--- config.mk ---
export PLATFORM = sky130hd
export DESIGN_NAME = elx_loop
export DESIGN_NICKNAME = d
export VERILOG_FILES = /design/src/rtl/elx_pkg.sv /design/src/rtl/elx_test.sv /design/src/rtl/elx_seq.sv /design/src/rtl/elx_loop.sv
export SDC_FILE = /design/constraint.sdc
export NUM_CORES = 1
export LEC_CHECK = 0
export CORE_MARGIN = 2
export CORE_UTILIZATION = 65
export DETAILED_ROUTE_END_ITERATION = 7
export DONT_BUFFER_PORTS = 1
export PLACE_DENSITY = 0.89
export SETUP_SLACK_MARGIN = 0.5
export SLEW_MARGIN = 20
export SYNTH_ARGS = -nofsm -noshare
export SYNTH_HDL_FRONTEND = slang
export SYNTH_SLANG_ARGS = --single-unit
--- constraint.sdc ---
create_clock -name clk -period 5.3 [get_ports clk]
set_input_delay 1.325 -clock clk [delete_from_list [all_inputs] [get_ports clk]]
set_output_delay 1.325 -clock clk [all_outputs]
set_load 0.03 [all_outputs]
--- src/rtl/elx_pkg.sv ---
package elx_pkg;
   typedef enum logic [1:0] {
      TST_ZERO    = 2'b00,
      TST_NONZERO = 2'b01,
      TST_NEG     = 2'b10,
      TST_NONNEG  = 2'b11
   } tst_e;

   typedef enum logic [1:0] {
      ST_IDLE = 2'b00,
      ST_RUN  = 2'b01,
      ST_FIN  = 2'b10
   } st_e;
endpackage

--- src/rtl/elx_test.sv ---
module elx_test #(
   parameter int DW       = 16,
   parameter bit FAULT_EN = 1'b1
) (
   input  logic [1:0]    sel,
   input  logic [DW-1:0] data,
   input  logic          fault,
   output logic          hit
);
   import elx_pkg::*;

   initial begin
      if (DW < 2) $fatal(1, "elx_test: DW must be at least 2");
   end

   logic cond;

   always_comb begin
      unique case (tst_e'(sel))
         TST_ZERO:    cond = (data == '0);
         TST_NONZERO: cond = (data != '0);
         TST_NEG:     cond = data[DW-1];
         default:     cond = ~data[DW-1];
      endcase
   end

   generate
      if (FAULT_EN) begin : g_fault
         assign hit = cond | fault;
      end else begin : g_nofault
         assign hit = cond;
      end
   endgenerate
endmodule

--- src/rtl/elx_seq.sv ---
module elx_seq #(
   parameter int VLW = 6
) (
   input  logic           clk,
   input  logic           rst_n,
   input  logic           start,
   input  logic [VLW-1:0] vl_in,
   input  logic [1:0]     sel_in,
   input  logic           res_valid,
   input  logic           hit,
   output logic [1:0]     sel_q,
   output logic           req_valid,
   output logic [VLW-1:0] req_idx,
   output logic           commit_we,
   output logic [VLW-1:0] commit_idx,
   output logic [VLW-1:0] vl_out,
   output logic           done
);
   import elx_pkg::*;

   localparam int CW = VLW + 1;

   initial begin
      if (VLW < 1) $fatal(1, "elx_seq: VLW must be at least 1");
   end

   st_e            st;
   logic [VLW-1:0] idx;
   logic [VLW-1:0] vl_q;
   logic           last;

   assign last = ({1'b0, idx} + CW'(1)) == {1'b0, vl_q};

   always_ff @(posedge clk or negedge rst_n) begin
      if (!rst_n) begin
         st    <= ST_IDLE;
         idx   <= '0;
         vl_q  <= '0;
         sel_q <= '0;
      end else begin
         unique case (st)
            ST_IDLE: begin
               if (start) begin
                  vl_q  <= vl_in;
                  sel_q <= sel_in;
                  idx   <= '0;
                  st    <= (vl_in == '0) ? ST_FIN : ST_RUN;
               end
            end
            ST_RUN: begin
               if (res_valid) begin
                  if (hit) begin
                     vl_q <= idx;
                     st   <= ST_FIN;
                  end else if (last) begin
                     st <= ST_FIN;
                  end else begin
                     idx <= idx + 1'b1;
                  end
               end
            end
            default: st <= ST_IDLE;
         endcase
      end
   end

   assign req_valid  = (st == ST_RUN);
   assign req_idx    = idx;
   assign commit_we  = (st == ST_RUN) && res_valid && !hit;
   assign commit_idx = idx;
   assign vl_out     = vl_q;
   assign done       = (st == ST_FIN);


   done_pulse_chk: assert property (@(posedge clk) disable iff (!rst_n)
      done |=> !done);

   vl_hold_chk: assert property (@(posedge clk) disable iff (!rst_n)
      (st == ST_IDLE && !start) |=> $stable(vl_out));

   idx_hold_chk: assert property (@(posedge clk) disable iff (!rst_n)
      (req_valid && !res_valid) |=> (req_valid && $stable(req_idx)));

   shrink_chk: assert property (@(posedge clk) disable iff (!rst_n)
      (req_valid && res_valid && hit) |=> (done && vl_out == $past(req_idx)));

   empty_chk: assert property (@(posedge clk) disable iff (!rst_n)
      (st == ST_IDLE && start && vl_in == '0) |=> (done && !req_valid));

   busy_start_chk: assert property (@(posedge clk) disable iff (!rst_n)
      (req_valid && !res_valid) |=> $stable(vl_out));
endmodule

--- src/rtl/elx_loop.sv ---
module elx_loop #(
   parameter int VLW      = 6,
   parameter int DW       = 16,
   parameter bit FAULT_EN = 1'b1
) (
   input  logic           clk,
   input  logic           rst_n,
   input  logic           start,
   input  logic [VLW-1:0] vl_in,
   input  logic [1:0]     test_sel,
   output logic           req_valid,
   output logic [VLW-1:0] req_idx,
   input  logic           res_valid,
   input  logic [DW-1:0]  res_data,
   input  logic           res_fault,
   output logic           commit_we,
   output logic [VLW-1:0] commit_idx,
   output logic [VLW-1:0] vl_out,
   output logic           done
);
   logic [1:0] sel_q;
   logic       hit;

   elx_test #(.DW(DW), .FAULT_EN(FAULT_EN)) u_test (
      .sel   (sel_q),
      .data  (res_data),
      .fault (res_fault),
      .hit   (hit)
   );

   elx_seq #(.VLW(VLW)) u_seq (
      .clk        (clk),
      .rst_n      (rst_n),
      .start      (start),
      .vl_in      (vl_in),
      .sel_in     (test_sel),
      .res_valid  (res_valid),
      .hit        (hit),
      .sel_q      (sel_q),
      .req_valid  (req_valid),
      .req_idx    (req_idx),
      .commit_we  (commit_we),
      .commit_idx (commit_idx),
      .vl_out     (vl_out),
      .done       (done)
   );


   fault_block_chk: assert property (@(posedge clk) disable iff (!rst_n)
      (req_valid && res_valid && res_fault && FAULT_EN) |-> !commit_we);

   commit_ctx_chk: assert property (@(posedge clk) disable iff (!rst_n)
      commit_we |-> (req_valid && res_valid && commit_idx == req_idx));
endmodule

==> results of run 1 <==
[state kept, by name (all words and copies together) (netlist names)]
| signal | cells |
|---|---|
| u_seq.commit_idx | 6 |
| u_seq.sel_q | 2 |
| u_seq.st | 2 |
| u_seq.vl_out | 6 |
[metal layers]
metal	part of all wire, %	vias to the layer above
met1	41	445
li1	-	466
met2	48	53
met5	0	-
met3	8.5	7
met4	1.9	0
[worst min-delay path by stage]
| stage | endpoint | depth (start not counted) | startpoint |
|---|---|---|---|
| final | u_seq.st[0] | 1 | u_seq.st[1] |
| after CTS | u_seq.st[0] | 1 | u_seq.st[1] |
| after global routing | u_seq.sel_q[1] | 1 | u_seq.sel_q[1] |
| after global placement | u_seq.st[0] | 1 | u_seq.st[1] |
| after floorplan | u_seq.st[0] | 1 | u_seq.st[1] |
| after detailed placement | u_seq.sel_q[1] | 1 | u_seq.sel_q[1] |
[cell type report]
cell class / instances / area share (%)
inverter: 2 / 0.642
timing repair buffer: 1 / 0.642
multi-input combinational: 105 / 59.9
tap: 25 / 2.67
clock buffer: 3 / 1.93
sequential: 16 / 34.2
[critical path, cell delays in order]
cell and delay [ns]:
nor4_1 0.25, nand3_1 0.14, or4b_1 0.50, and3_4 0.24
nor3_1 0.15, buf_4 0.19
[cells by family after synthesis]
logic type / synth area share (%)
mux: 7.54
xor+xnor: 7.85
compound gates: 13.8
flops: 33.5
simple gates: 28.4
fa+ha+maj: 1.05
buf+inv: 7.85
[cells in the mapped netlist (all sizes together) (2+ instances only)]
| library cell | instances |
|---|---|
| nand2 | 29 |
| dfrtp | 16 |
| buf | 10 |
| mux2 | 8 |
| nor2 | 8 |
| nor4 | 8 |
| xnor2 | 5 |
| a21oi | 4 |
| clkbuf | 4 |
| nand3 | 4 |
| o211ai | 4 |
| o21ai | 4 |
| nor3 | 3 |
| xor2 | 3 |
| a31o | 2 |
| and3 | 2 |
| nand2b | 2 |
| nand3b | 2 |
| nor2b | 2 |
[power by group through the flow]
stage / Clock [W] / Sequential [W] / Combinational, W
finish: 0.0000627 / 0.000401 / 0.000369
global route: 0.0000698 / 0.000418 / 0.000406
CTS: 0.0000639 / 0.000400 / 0.000368
detailed placement: 0 / 0.000403 / 0.000367
global placement: 0 / 0.000399 / 0.000354
floorplan: 0 / 0.000318 / 0.000421
[per-stage QoR]
step	instance area (um2)	total power [W]	setup slack, ns
global placement	1150	0.000753	1.25
CTS	1170	0.000832	1.17
global route	1170	0.000893	1.08
floorplan	1190	0.000739	0.865
finish	1170	0.000833	1.17
detailed placement	1150	0.000770	1.17
==> flow_summary_export.csv, run 1 <==
group,metric,value,unit
run_status,status,"finished clean",
placement,dp_cells,149,
detailed_routing,vias_per_cell,6.39,
logic_synthesis,synthFlopType,"dfrtp_1",
final_layout,fin_nets,159,
clock_tree,cts.sinks,16,
power,power_leakage,0.476,nW
global_route,use_met1,32.9,%
sta,fin_crit,4.13,ns
detailed_routing,wl,2470,um
detailed_routing,ant_nets,0,
final_layout,nFillCells,141,
logic_synthesis,synth_cell_type_count,42,
floorplan,row_count,15,
global_route,grt_max_degree,17,
sta,fin_setup_tns,0,ns
placement,place_hpwl,1890,um
power,power_frac_comb,44.3,%
critical_path,cp-end-kind,"output pin",
logic_synthesis,synth-edff-count,0,
clock_tree,clkTransAtPathRegs,0.09,ns
global_route,grt_remaining_overflow,0,
logic_synthesis,synth_top_area_cell,"dfrtp_1",
sta,max_freq,0.242,GHz
detailed_routing,drt_first_pass_iters,4,
sta,maxSlewHeadroom,47.7,%
logic_synthesis,synth_area_per_cell,8.72,um2
global_route,grt_pass1_vias,864,
sta,tightest_slew,0.784,ns
clock_tree,clk_latency,0.29,ns
global_route,grt_pass1_wl,3810,um
power,powerDensity,712,nW/um2
sta,period_share,77.9,%
power,intPower,0.000376,W
global_route,antenna_found_initial,0,
global_route,met2_usage,39.7,%
critical_path,cp-endpoint,"commit_we",
clock_tree,ctsHtreeMaxLevel,1,
clock_tree,clockBufferDepth,2,
detailed_routing,drc_errors,0,
logic_synthesis,synthArstFlopShare,100,%
floorplan,coreArea,1730,um2
power,switching_share,54.8,%
critical_path,setup.worst_path.start,"res_data[2]",
placement,place_congestion,0.850,
floorplan,die_width,46.9,um
final_layout,final_layout_size_suffix_gt1_share,15.0,%
clock_tree,hold_buffers,0,
floorplan,die_area,2200,um2
final_layout,antenna_cells,0,
logic_synthesis,ys_seq_area_share,33.5,%
sta,hold_violations,0,
global_route,grt_use_total,25.1,%
global_route,use_met3,4.62,%
placement,io_buffers,0,
clock_tree,cts_resized,0,
sta,rsz0062_at_grt,"no",
final_layout,instances_no_fill,152,
floorplan,die_y,46.9,um
clock_tree,cts_root_buf,"clkbuf_4",
logic_synthesis,synth.area.top_cells,"dfrtp_1, nand2_1, mux2_2",
critical_path,reg2reg_from,"u_seq.commit_idx[0]",
clock_tree,postCtsSetupBuffers,0,
sta,holdWs,0.577,ns
sta,skew,0.00483,ns
floorplan,initial_utilization,69.2,%
worst_hold_path,hold_path_class,"reg -> reg",
global_route,grt_busiest_layer,"met2",
critical_path,r2r_end,"u_seq.commit_idx[0]",
clock_tree,cts_tree,"yes",
final_layout,multi_input_area,701,um2
final_layout,layout_commonest_cell,"nand2_1",
logic_synthesis,syn_area,1190,um2
logic_synthesis,syn_inst,137,
detailed_routing,drtIter0Drc,26,
run,max_cap_violations,0,
critical_path,critical_path_arrival,2.80,ns
clock_tree,cts_buffers,3,
final_layout,final-seq-area,400,um2
critical_path,ff2ff_setup_slack,2.41,ns
critical_path,rr_worst_depth,7,
floorplan,io_pins,50,
critical_path,critPathLaunchType,"input pin",
logic_synthesis,yosysTopAreaCellShare,33.5,%
sta,finalSetupViolations,0,
critical_path,critPathMaxFanout,12,
power,p_clk_share,7.5,%
sta,slew_violations,0,
final_layout,layout_common_cells,"nand2_1, dfrtp_1, nor2_1, mux2_2, nor4_1",
final_layout,fin_util,67.8,%
logic_synthesis,ys_ff_latch,16,
logic_synthesis,yosysWarnings,0,
power,pwr-share-seq,48.2,%
detailed_routing,vias,971,
power,netSwitchingPower,0.000457,W
critical_path,worstPathRequired,3.97,ns
detailed_routing,wl_per_cell,16.2,um
logic_synthesis,synth_fp_nets,167,
power,vdd_drop_max,0.000414,V
final_layout,syn2layout_area_growth,-2.09,%
critical_path,critPathKind,"in -> out",
Power figures use the tool's default switching activity.
==> inputs of run 2 (changes only) <==
- CORE_UTILIZATION: 65 -> 62
- PLACE_DENSITY: 0.89 -> 0.86
- clock period: 5.3 -> 4.3 ns (I/O delays scaled with it)
==> flow_summary_export.csv, run 2 (synthesis results as in run 1) <==
group,metric,value,unit
run_status,status,"finished clean",
sta,fin_crit,3.66,ns
floorplan,io_pins,50,
sta,max_freq,0.273,GHz
clock_tree,cts_root_buf,"clkbuf_4",
critical_path,worstPathRequired,3.22,ns
clock_tree,clk_latency,0.30,ns
final_layout,layout_commonest_cell,"nand2_1",
power,powerDensity,903,nW/um2
sta,skew,0.00412,ns
global_route,use_met3,4.53,%
global_route,grt_remaining_overflow,0,
placement,place_congestion,0.797,
floorplan,die_width,47.9,um
clock_tree,hold_buffers,0,
placement,dp_slack,0.634,ns
floorplan,coreArea,1760,um2
final_layout,layout_common_cells,"nand2_1, dfrtp_1, nor2_1, mux2_2, nor4_1",
detailed_routing,vias,970,
global_route,use_met1,32.5,%
global_route,antenna_found_initial,0,
final_layout,final-seq-area,400,um2
critical_path,critPathKind,"in -> out",
detailed_routing,drtIter0Drc,26,
detailed_routing,wl_per_cell,17.5,um
detailed_routing,ant_nets,0,
critical_path,critPathMaxFanout,12,
critical_path,r2r_end,"u_seq.commit_idx[3]",
global_route,grt_busiest_layer,"met2",
placement,io_buffers,0,
critical_path,ff2ff_setup_slack,1.43,ns
critical_path,critical_path_arrival,2.59,ns
final_layout,antenna_cells,0,
power,vdd_drop_max,0.000592,V
placement,place_hpwl,2030,um
detailed_routing,wl,2660,um
sta,maxSlewHeadroom,48.2,%
floorplan,die_area,2290,um2
final_layout,syn2layout_area_growth,-1.15,%
floorplan,die_y,47.9,um
critical_path,reg2reg_from,"u_seq.commit_idx[0]",
run,max_cap_violations,0,
global_route,grt_use_total,26.3,%
global_route,met2_usage,44.8,%
clock_tree,postCtsSetupBuffers,0,
sta,slew_violations,0,
critical_path,critPathLaunchType,"input pin",
clock_tree,ctsHtreeMaxLevel,1,
clock_tree,clockBufferDepth,2,
power,p_total,0.00107,W
sta,setup_ws,0.636,ns
clock_tree,cts_tree,"yes",
final_layout,final_layout_size_suffix_gt1_share,15.7,%
critical_path,cp-end-kind,"output pin",
sta,holdWs,0.458,ns
sta,fin_setup_tns,0,ns
final_layout,fin_nets,158,
global_route,grt_pass1_vias,924,
clock_tree,cts.sinks,16,
global_route,grt_pass1_wl,4120,um
floorplan,initial_utilization,67.7,%
sta,finalSetupViolations,0,
final_layout,multi_input_area,706,um2
sta,period_share,85.2,%
detailed_routing,vias_per_cell,6.38,
worst_hold_path,hold_path_class,"in -> async",
global_route,grt_max_degree,17,
detailed_routing,drc_errors,0,
sta,tightest_slew,0.777,ns
sta,rsz0062_at_grt,"no",
clock_tree,clkTransAtPathRegs,0.10,ns
clock_tree,cts_buffers,3,
sta,hold_violations,0,
clock_tree,cts_resized,0,
power,power_leakage,0.479,nW
detailed_routing,drt_first_pass_iters,4,
floorplan,row_count,15,
critical_path,rr_worst_depth,7,
final_layout,nFillCells,147,
-- run 2: changes by cell type in the layout (fill, tap and decap cells not counted), sizes merged --
cell    change
clkbuf      +1
buf         -1
-- run 2: worst max path at each step --
stage           startpoint        end  slack, ns  depth (start not counted)
2_1_floorplan  res_data[2]  commit_we       0.63                          6
3_3_place_gp   res_data[2]  commit_we       0.66                          5
3_5_place_dp   res_data[1]  commit_we       0.63                          5
4_1_cts        res_data[1]  commit_we       0.63                          5
5_1_grt        res_data[6]  commit_we       0.56                          5
6_report       res_data[1]  commit_we       0.64                          5
-- run 2: worst max-delay path, stage by stage --
cell and delay [ns]:
nor4_2 0.26, nand2_1 0.09, or4b_1 0.50, and3_4 0.24, nor3_2 0.42
-- run 2: cell type report --
cell class	count	share of cell area [%]
clock buffers	4	3.07
inverters	2	0.636
well taps	25	2.65
flip-flops and latches	16	33.9
multi-input cells	105	59.7
-- run 2: per-layer routing --
layer	part of all wire, %	wire length [um]	vias up
met3	4.4	118	5
li1	-	-	461
met2	53	1410	37
met1	41	1090	467
met5	0	0	-
met4	1.5	39	0
-- run 2: through the flow --
step	instances	util, %	area (um2)
global placement	148	64.9	1140
finish	152	67.0	1180
floorplan	137	-	1200
CTS	152	67.0	1180
detailed placement	148	64.9	1140
global route	152	67.0	1180
-- run 2: power by group --
part	leakage (nW)	internal, W	total, W	switching (W)
combinational	0.257	0.000212	0.000470	0.000258
clock	0.0210	0.0000517	0.000102	0.0000505
sequential	0.201	0.000218	0.000494	0.000276
total	0.479	0.000482	0.00107	0.000585
==> inputs of run 3 (changes only) <==
- CORE_UTILIZATION: 62 -> 30
- PLACE_DENSITY: 0.86 -> 0.52
==> flow_summary_export.csv, run 3 (synthesis results as in run 1) <==
group,metric,value,unit
clock_tree,cts.sinks,16,
sta,hold_violations,0,
sta,skew,0.00440,ns
floorplan,die_area,4500,um2
detailed_routing,wl,2730,um
critical_path,critical_path_arrival,2.49,ns
clock_tree,cts_tree,"yes",
final_layout,finish.instance_area,1230,um2
floorplan,die_width,67.1,um
placement,place_hpwl,2020,um
detailed_routing,drt_first_pass_iters,4,
final_layout,nFillCells,430,
global_route,antenna_found_initial,0,
placement,place_area,1170,um2
critical_path,setup.worst_path.start,"res_data[2]",
final_layout,fin_nets,158,
sta,rsz0062_at_grt,"no",
detailed_routing,drc_errors,0,
clock_tree,postCtsSetupBuffers,0,
critical_path,critPathLaunchType,"input pin",
floorplan,row_count,22,
clock_tree,clkTransAtPathRegs,0.07,ns
power,vdd_drop_max,0.000151,V
critical_path,worstPathRequired,3.22,ns
detailed_routing,ant_nets,0,
sta,maxSlewHeadroom,46.8,%
detailed_routing,wl_per_cell,15.6,um
critical_path,cp-end-kind,"output pin",
sta,fin_crit,3.57,ns
sta,period_share,83.0,%
run,max_cap_violations,0,
clock_tree,cts_buffers,3,
clock_tree,clk_latency,0.25,ns
sta,finalSetupViolations,0,
clock_tree,ctsHtreeMaxLevel,1,
placement,dp_slack,0.600,ns
final_layout,antenna_cells,0,
final_layout,syn2layout_area_growth,3.35,%
global_route,grt_pass1_vias,962,
floorplan,coreArea,3740,um2
power,powerDensity,890,nW/um2
critical_path,reg2reg_from,"u_seq.commit_idx[0]",
critical_path,slowest_delay,0.48,ns
critical_path,rr_worst_depth,7,
detailed_routing,vias_per_cell,5.50,
final_layout,layout_commonest_cell,"nand2_1",
clock_tree,cts_root_buf,"clkbuf_8",
sta,max_freq,0.280,GHz
placement,io_buffers,0,
clock_tree,cts_resized,0,
global_route,grt_max_degree,17,
floorplan,initial_utilization,31.9,%
placement,place_congestion,0.794,
power,power_leakage,0.490,nW
sta,slew_violations,0,
detailed_routing,drtIter0Drc,23,
sta,tightest_slew,0.798,ns
detailed_routing,vias,962,
global_route,grt_use_total,13.0,%
critical_path,critPathMaxFanout,12,
clock_tree,hold_buffers,0,
critical_path,cp_cell_sequence,"nor4_1, nand3_1, or4b_1, and3_4, nor3_4",
final_layout,fin_util,33.0,%
clock_tree,clockBufferDepth,2,
floorplan,die_y,67.1,um
worst_hold_path,hold_path_class,"in -> async",
global_route,grt_remaining_overflow,0,
final_layout,final_layout_size_suffix_gt1_share,15.7,%
final_layout,layout_common_cells,"nand2_1, dfrtp_1, nor2_1, mux2_2, nor4_1",
sta,fin_setup_tns,0,ns
critical_path,slowest_stage,"or4b_1",
critical_path,critPathKind,"in -> out",
sta,setup_ws,0.732,ns
run_status,status,"finished clean",
global_route,grt_pass1_wl,4510,um
floorplan,io_pins,50,
-- run 3: cell count changes in the layout (fill, tap and decap cells not counted) --
| cell | delta |
|---|---|
| clkbuf_4 | -3 |
| nor3_4 | +1 |
| clkbuf_8 | +3 |
| nor3_2 | -1 |
-- run 3: metrics by stage --
| step | instances | power [W] | hold slack, ns |
|---|---|---|---|
| CTS | 175 | 0.00110 | 0.504 |
| global route | 175 | 0.00119 | 0.495 |
| floorplan | 137 | 0.000913 | 0.500 |
| detailed placement | 171 | 0.000963 | 0.551 |
| global placement | 171 | 0.000957 | 0.543 |
| finish | 175 | 0.00110 | 0.508 |
-- run 3: worst paths after layout --
kind                                       end  slack (ns)
max in group asynchronous          u_seq.st[1]        3.71
max                                  commit_we        0.73
min                            u_seq.vl_out[3]        0.51
min in group clk                   u_seq.st[0]        0.57
max reg2reg                u_seq.commit_idx[3]        1.42
min reg2reg                        u_seq.st[0]        0.57
-- run 3: final cells by class --
type	instances	area [um2]	share of cell area (%)
Clock buffer	4	55.1	4.46
Multi-Input combinational cell	105	712	57.6
Sequential cell	16	400	32.4
Inverter	2	7.51	0.608
Tap cell	48	60.1	4.86
-- run 3: power by group --
| part | switching [W] | internal, W |
|---|---|---|
| Combinational | 0.000251 | 0.000212 |
| Sequential | 0.000280 | 0.000218 |
| Clock | 0.0000567 | 0.0000813 |
-- run 3: critical path: cells and delay by family --
family / cells / cell delay [ns]
AND/OR/NAND/NOR: 5 / 1.42
-- run 3: routing by layer --
| metal | part of all wire [%] | track usage [%] | wire length [um] |
|---|---|---|---|
| met5 | 0 | 0 | 0 |
| met4 | 0.59 | 5.61 | 16 |
| met3 | 5.4 | 3.38 | 147 |
| met2 | 52 | 20.9 | 1410 |
| met1 | 42 | 16.3 | 1150 |
